### src/rtl/port_power_pkg.sv
package port_power_pkg;
  parameter int unsigned PORT_COUNT = 4;

  typedef struct packed {
    logic [PORT_COUNT-1:0] setEn;
    logic [PORT_COUNT-1:0] clrEn;
    logic [PORT_COUNT-1:0] setChg;
    logic [PORT_COUNT-1:0] clrChg;
  } pwr_strobe_t;
endpackage

### src/rtl/oc_glitch_filter.sv
module oc_glitch_filter #(
  parameter int unsigned FILT_LEN = 8
) (
  input  logic clk,
  input  logic rstN,
  input  logic rawActive,
  output logic filtState,
  output logic riseEvt
);
  localparam int unsigned CW = (FILT_LEN > 1) ? $clog2(FILT_LEN) : 1;
  localparam logic [CW-1:0] LAST = CW'(FILT_LEN - 1);

  logic [CW-1:0] runCnt;
  logic          differs;
  logic          flipNow;

  assign differs = rawActive != filtState;
  assign flipNow = differs && (runCnt == LAST);
  assign riseEvt = flipNow && !filtState;

  always_ff @(posedge clk) begin
    if (!rstN) begin
      runCnt    <= '0;
      filtState <= 1'b0;
    end else if (!differs || flipNow) begin
      runCnt    <= '0;
      filtState <= filtState ^ flipNow;
    end else begin
      runCnt    <= runCnt + 1'b1;
    end
  end
endmodule

### src/rtl/port_power_datapath.sv
module port_power_datapath
  import port_power_pkg::*;
#(
  parameter int unsigned FILT_LEN = 8
) (
  input  logic                  clk,
  input  logic                  rstN,
  input  logic [PORT_COUNT-1:0] ocN,
  input  pwr_strobe_t           strobe,
  output logic [PORT_COUNT-1:0] ocFilt,
  output logic [PORT_COUNT-1:0] ocRise,
  output logic [PORT_COUNT-1:0] enState,
  output logic [PORT_COUNT-1:0] chgState
);
  for (genvar i = 0; i < PORT_COUNT; i++) begin : g_filt
    oc_glitch_filter #(.FILT_LEN(FILT_LEN)) u_filt (
      .clk       (clk),
      .rstN      (rstN),
      .rawActive (!ocN[i]),
      .filtState (ocFilt[i]),
      .riseEvt   (ocRise[i])
    );
  end

  always_ff @(posedge clk) begin
    if (!rstN) begin
      enState  <= '0;
      chgState <= '0;
    end else begin
      enState  <= (enState | strobe.setEn) & ~strobe.clrEn;
      chgState <= (chgState & ~strobe.clrChg) | strobe.setChg;
    end
  end
endmodule

### src/rtl/port_power_control.sv
module port_power_control
  import port_power_pkg::*;
(
  input  logic                  clk,
  input  logic                  rstN,
  input  logic                  gangStrap,
  input  logic [PORT_COUNT-1:0] pwrOnReq,
  input  logic [PORT_COUNT-1:0] pwrOffReq,
  input  logic [PORT_COUNT-1:0] ocAck,
  input  logic [PORT_COUNT-1:0] ocFilt,
  input  logic [PORT_COUNT-1:0] ocRise,
  output pwr_strobe_t           strobe,
  output logic [PORT_COUNT-1:0] ocStatus
);
  localparam logic [PORT_COUNT-1:0] ALL = '1;

  logic gangMode;
  logic anyRise, anyOc;

  always_ff @(posedge clk) begin
    if (!rstN) gangMode <= gangStrap;
  end

  assign anyRise = |ocRise;
  assign anyOc   = |ocFilt;

  always_comb begin
    if (gangMode) begin
      strobe.setEn  = ((|pwrOnReq) && !anyOc) ? ALL : '0;
      strobe.clrEn  = ((|pwrOffReq) || anyRise) ? ALL : '0;
      strobe.setChg = anyRise ? ALL : '0;
      strobe.clrChg = (|ocAck) ? ALL : '0;
      ocStatus      = anyOc ? ALL : '0;
    end else begin
      strobe.setEn  = pwrOnReq & ~ocFilt;
      strobe.clrEn  = pwrOffReq | ocRise;
      strobe.setChg = ocRise;
      strobe.clrChg = ocAck;
      ocStatus      = ocFilt;
    end
  end
endmodule

### src/rtl/port_power_ctrl.sv
module port_power_ctrl
  import port_power_pkg::*;
#(
  parameter int unsigned FILT_LEN = 8
) (
  input  logic                  clk,
  input  logic                  rstN,
  input  logic                  gangStrap,
  input  logic [PORT_COUNT-1:0] pwrOnReq,
  input  logic [PORT_COUNT-1:0] pwrOffReq,
  input  logic [PORT_COUNT-1:0] ocAck,
  input  logic [PORT_COUNT-1:0] ocN,
  output logic [PORT_COUNT-1:0] pwrEn,
  output logic [PORT_COUNT-1:0] ocStatus,
  output logic [PORT_COUNT-1:0] ocChange
);
  pwr_strobe_t           strobe;
  logic [PORT_COUNT-1:0] ocFilt, ocRise;

  port_power_control u_ctrl (
    .clk       (clk),
    .rstN      (rstN),
    .gangStrap (gangStrap),
    .pwrOnReq  (pwrOnReq),
    .pwrOffReq (pwrOffReq),
    .ocAck     (ocAck),
    .ocFilt    (ocFilt),
    .ocRise    (ocRise),
    .strobe    (strobe),
    .ocStatus  (ocStatus)
  );

  port_power_datapath #(.FILT_LEN(FILT_LEN)) u_dp (
    .clk      (clk),
    .rstN     (rstN),
    .ocN      (ocN),
    .strobe   (strobe),
    .ocFilt   (ocFilt),
    .ocRise   (ocRise),
    .enState  (pwrEn),
    .chgState (ocChange)
  );
endmodule

### config.mk
export PLATFORM = sky130hd
export DESIGN_NAME = port_power_ctrl
export DESIGN_NICKNAME = d
export VERILOG_FILES = /design/src/rtl/port_power_pkg.sv /design/src/rtl/oc_glitch_filter.sv /design/src/rtl/port_power_datapath.sv /design/src/rtl/port_power_control.sv /design/src/rtl/port_power_ctrl.sv
export SDC_FILE = /design/constraint.sdc
export NUM_CORES = 1
export LEC_CHECK = 0
export CAP_MARGIN = 40
export CORE_ASPECT_RATIO = 1.1
export CORE_MARGIN = 2
export CORE_UTILIZATION = 30
export CTS_CLUSTER_DIAMETER = 100
export DETAILED_ROUTE_END_ITERATION = 16
export MAX_ROUTING_LAYER = met4
export PLACE_DENSITY = 0.64
export RECOVER_POWER = 100
export REMOVE_ABC_BUFFERS = 1
export SETUP_SLACK_MARGIN = 0.05
export SLEW_MARGIN = 15
export SYNTH_ARGS = -nofsm -noshare
export SYNTH_HDL_FRONTEND = slang
export SYNTH_SLANG_ARGS = --single-unit
### constraint.sdc
create_clock -name clk -period 2.9 [get_ports clk]
set_input_delay 0.58 -clock clk [delete_from_list [all_inputs] [get_ports clk]]
set_output_delay 0.58 -clock clk [all_outputs]
set_load 0.02 [all_outputs]
==> flow_summary.json <==
{
  "slowest_stage": "dlygate4sd3_1",
  "fin_crit_ns": 2.66,
  "synth_cells": 133,
  "synthXorXnorAreaFrac_pct": 2.86,
  "grt_antenna_before_repair": 0,
  "finalCritPeriodShare_pct": 91.6,
  "slew-limit-headroom_pct": 55.9,
  "core_area_sq_mm": 0.00393,
  "hold_buffers": 0,
  "crit_family": "simple AND/OR/NAND/NOR gates",
  "multi_input_area_sq_um": 661,
  "grt_pass1_vias": 1033,
  "synth_top_family_by_area": "simple AND/OR/NAND/NOR gates",
  "fmax_mhz": 377,
  "critical_path.cell_chain": "nor4_2, nor2_1, dlygate4sd3_1",
  "grt_overflow": 0,
  "die_y_um": 71.0,
  "yosys_warnings": 0,
  "nets": 197,
  "p_leak_nw": 0.695,
  "nFillCells": 391,
  "clkTransAtPathRegs_ns": 0.09,
  "worstMarginPinSlew_ns": 0.657,
  "grt_max_degree": 16,
  "seqCellArea_sq_um": 510,
  "finalSetupViolCount": 0,
  "whs_ns": 0.429,
  "final.setup.tns_ns": 0,
  "drive_above_1_share_pct": 3.03,
  "clock_skew_ns": 0.00279,
  "vias_per_cell": 4.91,
  "post-cts-setup-buffer-count": 0,
  "cp_max_fo": 8,
  "synth-edff-count": 1,
  "port_buffers": 30,
  "cts_tree": "done",
  "cts_resized": 0,
  "critPathKind": "reg2out",
  "drv_cap": 0,
  "p_total_mw": 0.658,
  "slowest_delay_ns": 0.67,
  "ys_ff_latch": 25,
  "synth_area_per_cell_sq_um": 9.21,
  "grt_usage_pct": 11.9,
  "hold_violations": 0,
  "hold_path_class": "reg2reg",
  "antenna_left": 0,
  "grt_first_pass_wirelength_um": 4210,
  "clock_latency_ns": 0.26,
  "dp_hpwl_um": 2060,
  "first_pass_iters": 4,
  "routed_wirelength_um": 2570,
  "critPathBufInv": 1,
  "wl_per_cell_um": 11.8,
  "cts-root-buf": "clkbuf_8",
  "syn-cell-area_sq_mm": 0.00122,
  "synthArstFlopShare_pct": 0,
  "synth-compound-area-share_pct": 16.0,
  "design.die.area_sq_mm": 0.00461,
  "cp.arrival_ns": 2.08,
  "muxShareOfSynthArea_pct": 0,
  "cts_num_sinks": 25,
  "yosysSeqAreaShare_pct": 41.7,
  "synth.distinct_cells": 26,
  "peakVddDrop_mv": 0.158,
  "htreeDepth": 1,
  "via_count": 1066,
  "rows": 24,
  "synth-simple-area-share_pct": 22.8,
  "drc": 0,
  "synth_adder_area_share_pct": 12.3,
  "clock_path_buffers": 2,
  "slew_violations": 0,
  "ios": 31,
  "required_ns": 2.32,
  "drtIter0Drc": 79,
  "rsz0062_at_grt": "no",
  "area_delta_synth_final_pct": 33.0,
  "gp_congestion": 0.886,
  "cts_buffers": 3,
  "ys.flop_type": "dfxtp_1",
  "start_util_pct": 31.1,
  "insertedDiodeCount": 0,
  "outcome": "completed",
  "die_w_um": 64.9,
  "cp-end-kind": "output pin",
  "p_per_area_mw_per_mm2": 404,
  "start_kind": "flop"
}
==> Yosys cell counts, types with 3 or more instances <==
cell	number	area, sq um
inv_1	11	41.3
a21oi_1	10	50.1
nor3_1	3	15.0
ha_1	12	150
nor2b_1	8	50.1
and2_1	12	75.1
a221oi_1	4	35.0
o21ai_0	10	50.1
nor2_1	10	37.5
dfxtp_1	24	480
xnor2_1	4	35.0
nor3b_1	4	30.0
==> placed cells by master, fill, tap and decap left out, types with 3 or more instances in the layout <==
cell type	synthesis	routed
a221oi_1	4	4
o21ai_0	10	10
nor2_1	10	10
dlygate4sd3_1	0	18
clkbuf_8	0	3
and2_1	12	4
xnor2_1	4	4
and2_0	0	8
clkdlybuf4s50_1	0	12
ha_1	12	12
a21oi_1	10	10
nor2b_1	8	8
nor3b_1	4	4
dfxtp_1	24	24
inv_1	11	11
nor3_1	3	3
==> cell families after synthesis <==
family,count (synthesis)
AO/OA/AOI/OAI,32
XOR/XNOR,4
adder cells (fa/ha/maj),12
buffers and inverters,14
flip-flops,25
AND/OR/NAND/NOR,46
==> worst reg2reg max path, stage by stage (launching register included) <==
cell,delay [ns]
dfxtp_1,0.33
ha_1,0.19
ha_1,0.22
and2_0,0.15
ha_1,0.22
or4_1,0.56
o21a_1,0.25
nor4b_1,0.30
==> cell type report <==
| cell class | instances | area share, % |
|---|---|---|
| multi-input combinational | 94 | 40.6 |
| sequential | 25 | 31.3 |
| timing repair buffer | 31 | 18.7 |
| tap | 52 | 3.99 |
| clock buffer | 3 | 2.53 |
| inverter | 11 | 2.53 |
| clock inverter | 1 | 0.384 |
==> report_power, final <==
part / leakage, nW / internal, mW / switching, mW
sequential: 0.205 / 0.357 / 0.00943
clock: 0.0260 / 0.0979 / 0.109
combinational: 0.463 / 0.0460 / 0.0378
==> stage by stage <==
stage / utilization (%) / cell area (sq um) / worst slack, ns / instances
after global routing: 41.4 / 1630 / 0.107 / 217
after CTS: 41.5 / 1630 / 0.366 / 217
final: 41.4 / 1630 / 0.244 / 217
after detailed placement: 40.3 / 1590 / 0.106 / 213
after floorplan: - / 1210 / 0.690 / 130
after global placement: 40.3 / 1590 / 0.223 / 213
==> flip-flops by register name, summed over array words and instances, names as in the netlist <==
name / cells
u_dp.g_filt.u_filt.runCnt: 12
u_dp.chgState: 4
u_ctrl.gangMode: 1
u_dp.g_filt.u_filt.filtState: 4
u_dp.enState: 4
==> worst paths after layout <==
check / startpoint / to / slack, ns / cells past startpoint
hold reg to reg: u_dp.g_filt[1].u_filt.runCnt[0]$_SDFF_PP0_ / u_dp.g_filt[1].u_filt.runCnt[0]$_SDFF_PP0_ / 0.43 / 1
setup / recovery: u_dp.g_filt[0].u_filt.filtState$_SDFFE_PN0P_ / ocStatus[0] / 0.24 / 3
setup reg to reg: u_dp.g_filt[3].u_filt.runCnt[0]$_SDFF_PP0_ / u_dp.enState[2]$_SDFF_PN0_ / 0.58 / 7
hold / removal: u_dp.g_filt[1].u_filt.runCnt[0]$_SDFF_PP0_ / u_dp.g_filt[1].u_filt.runCnt[0]$_SDFF_PP0_ / 0.43 / 1
==> layer usage <==
| metal | wire, um | GRT usage (%) | vias up |
|---|---|---|---|
| li1 | - | - | 533 |
| met1 | 1080 | 12.7 | 487 |
| met2 | 1260 | 19.8 | 44 |
| met3 | 210 | 2.70 | 2 |
| met4 | 18 | 7.09 | 0 |
| met5 | 0 | - | - |
Note: power is estimated with default switching activity, not from simulation.
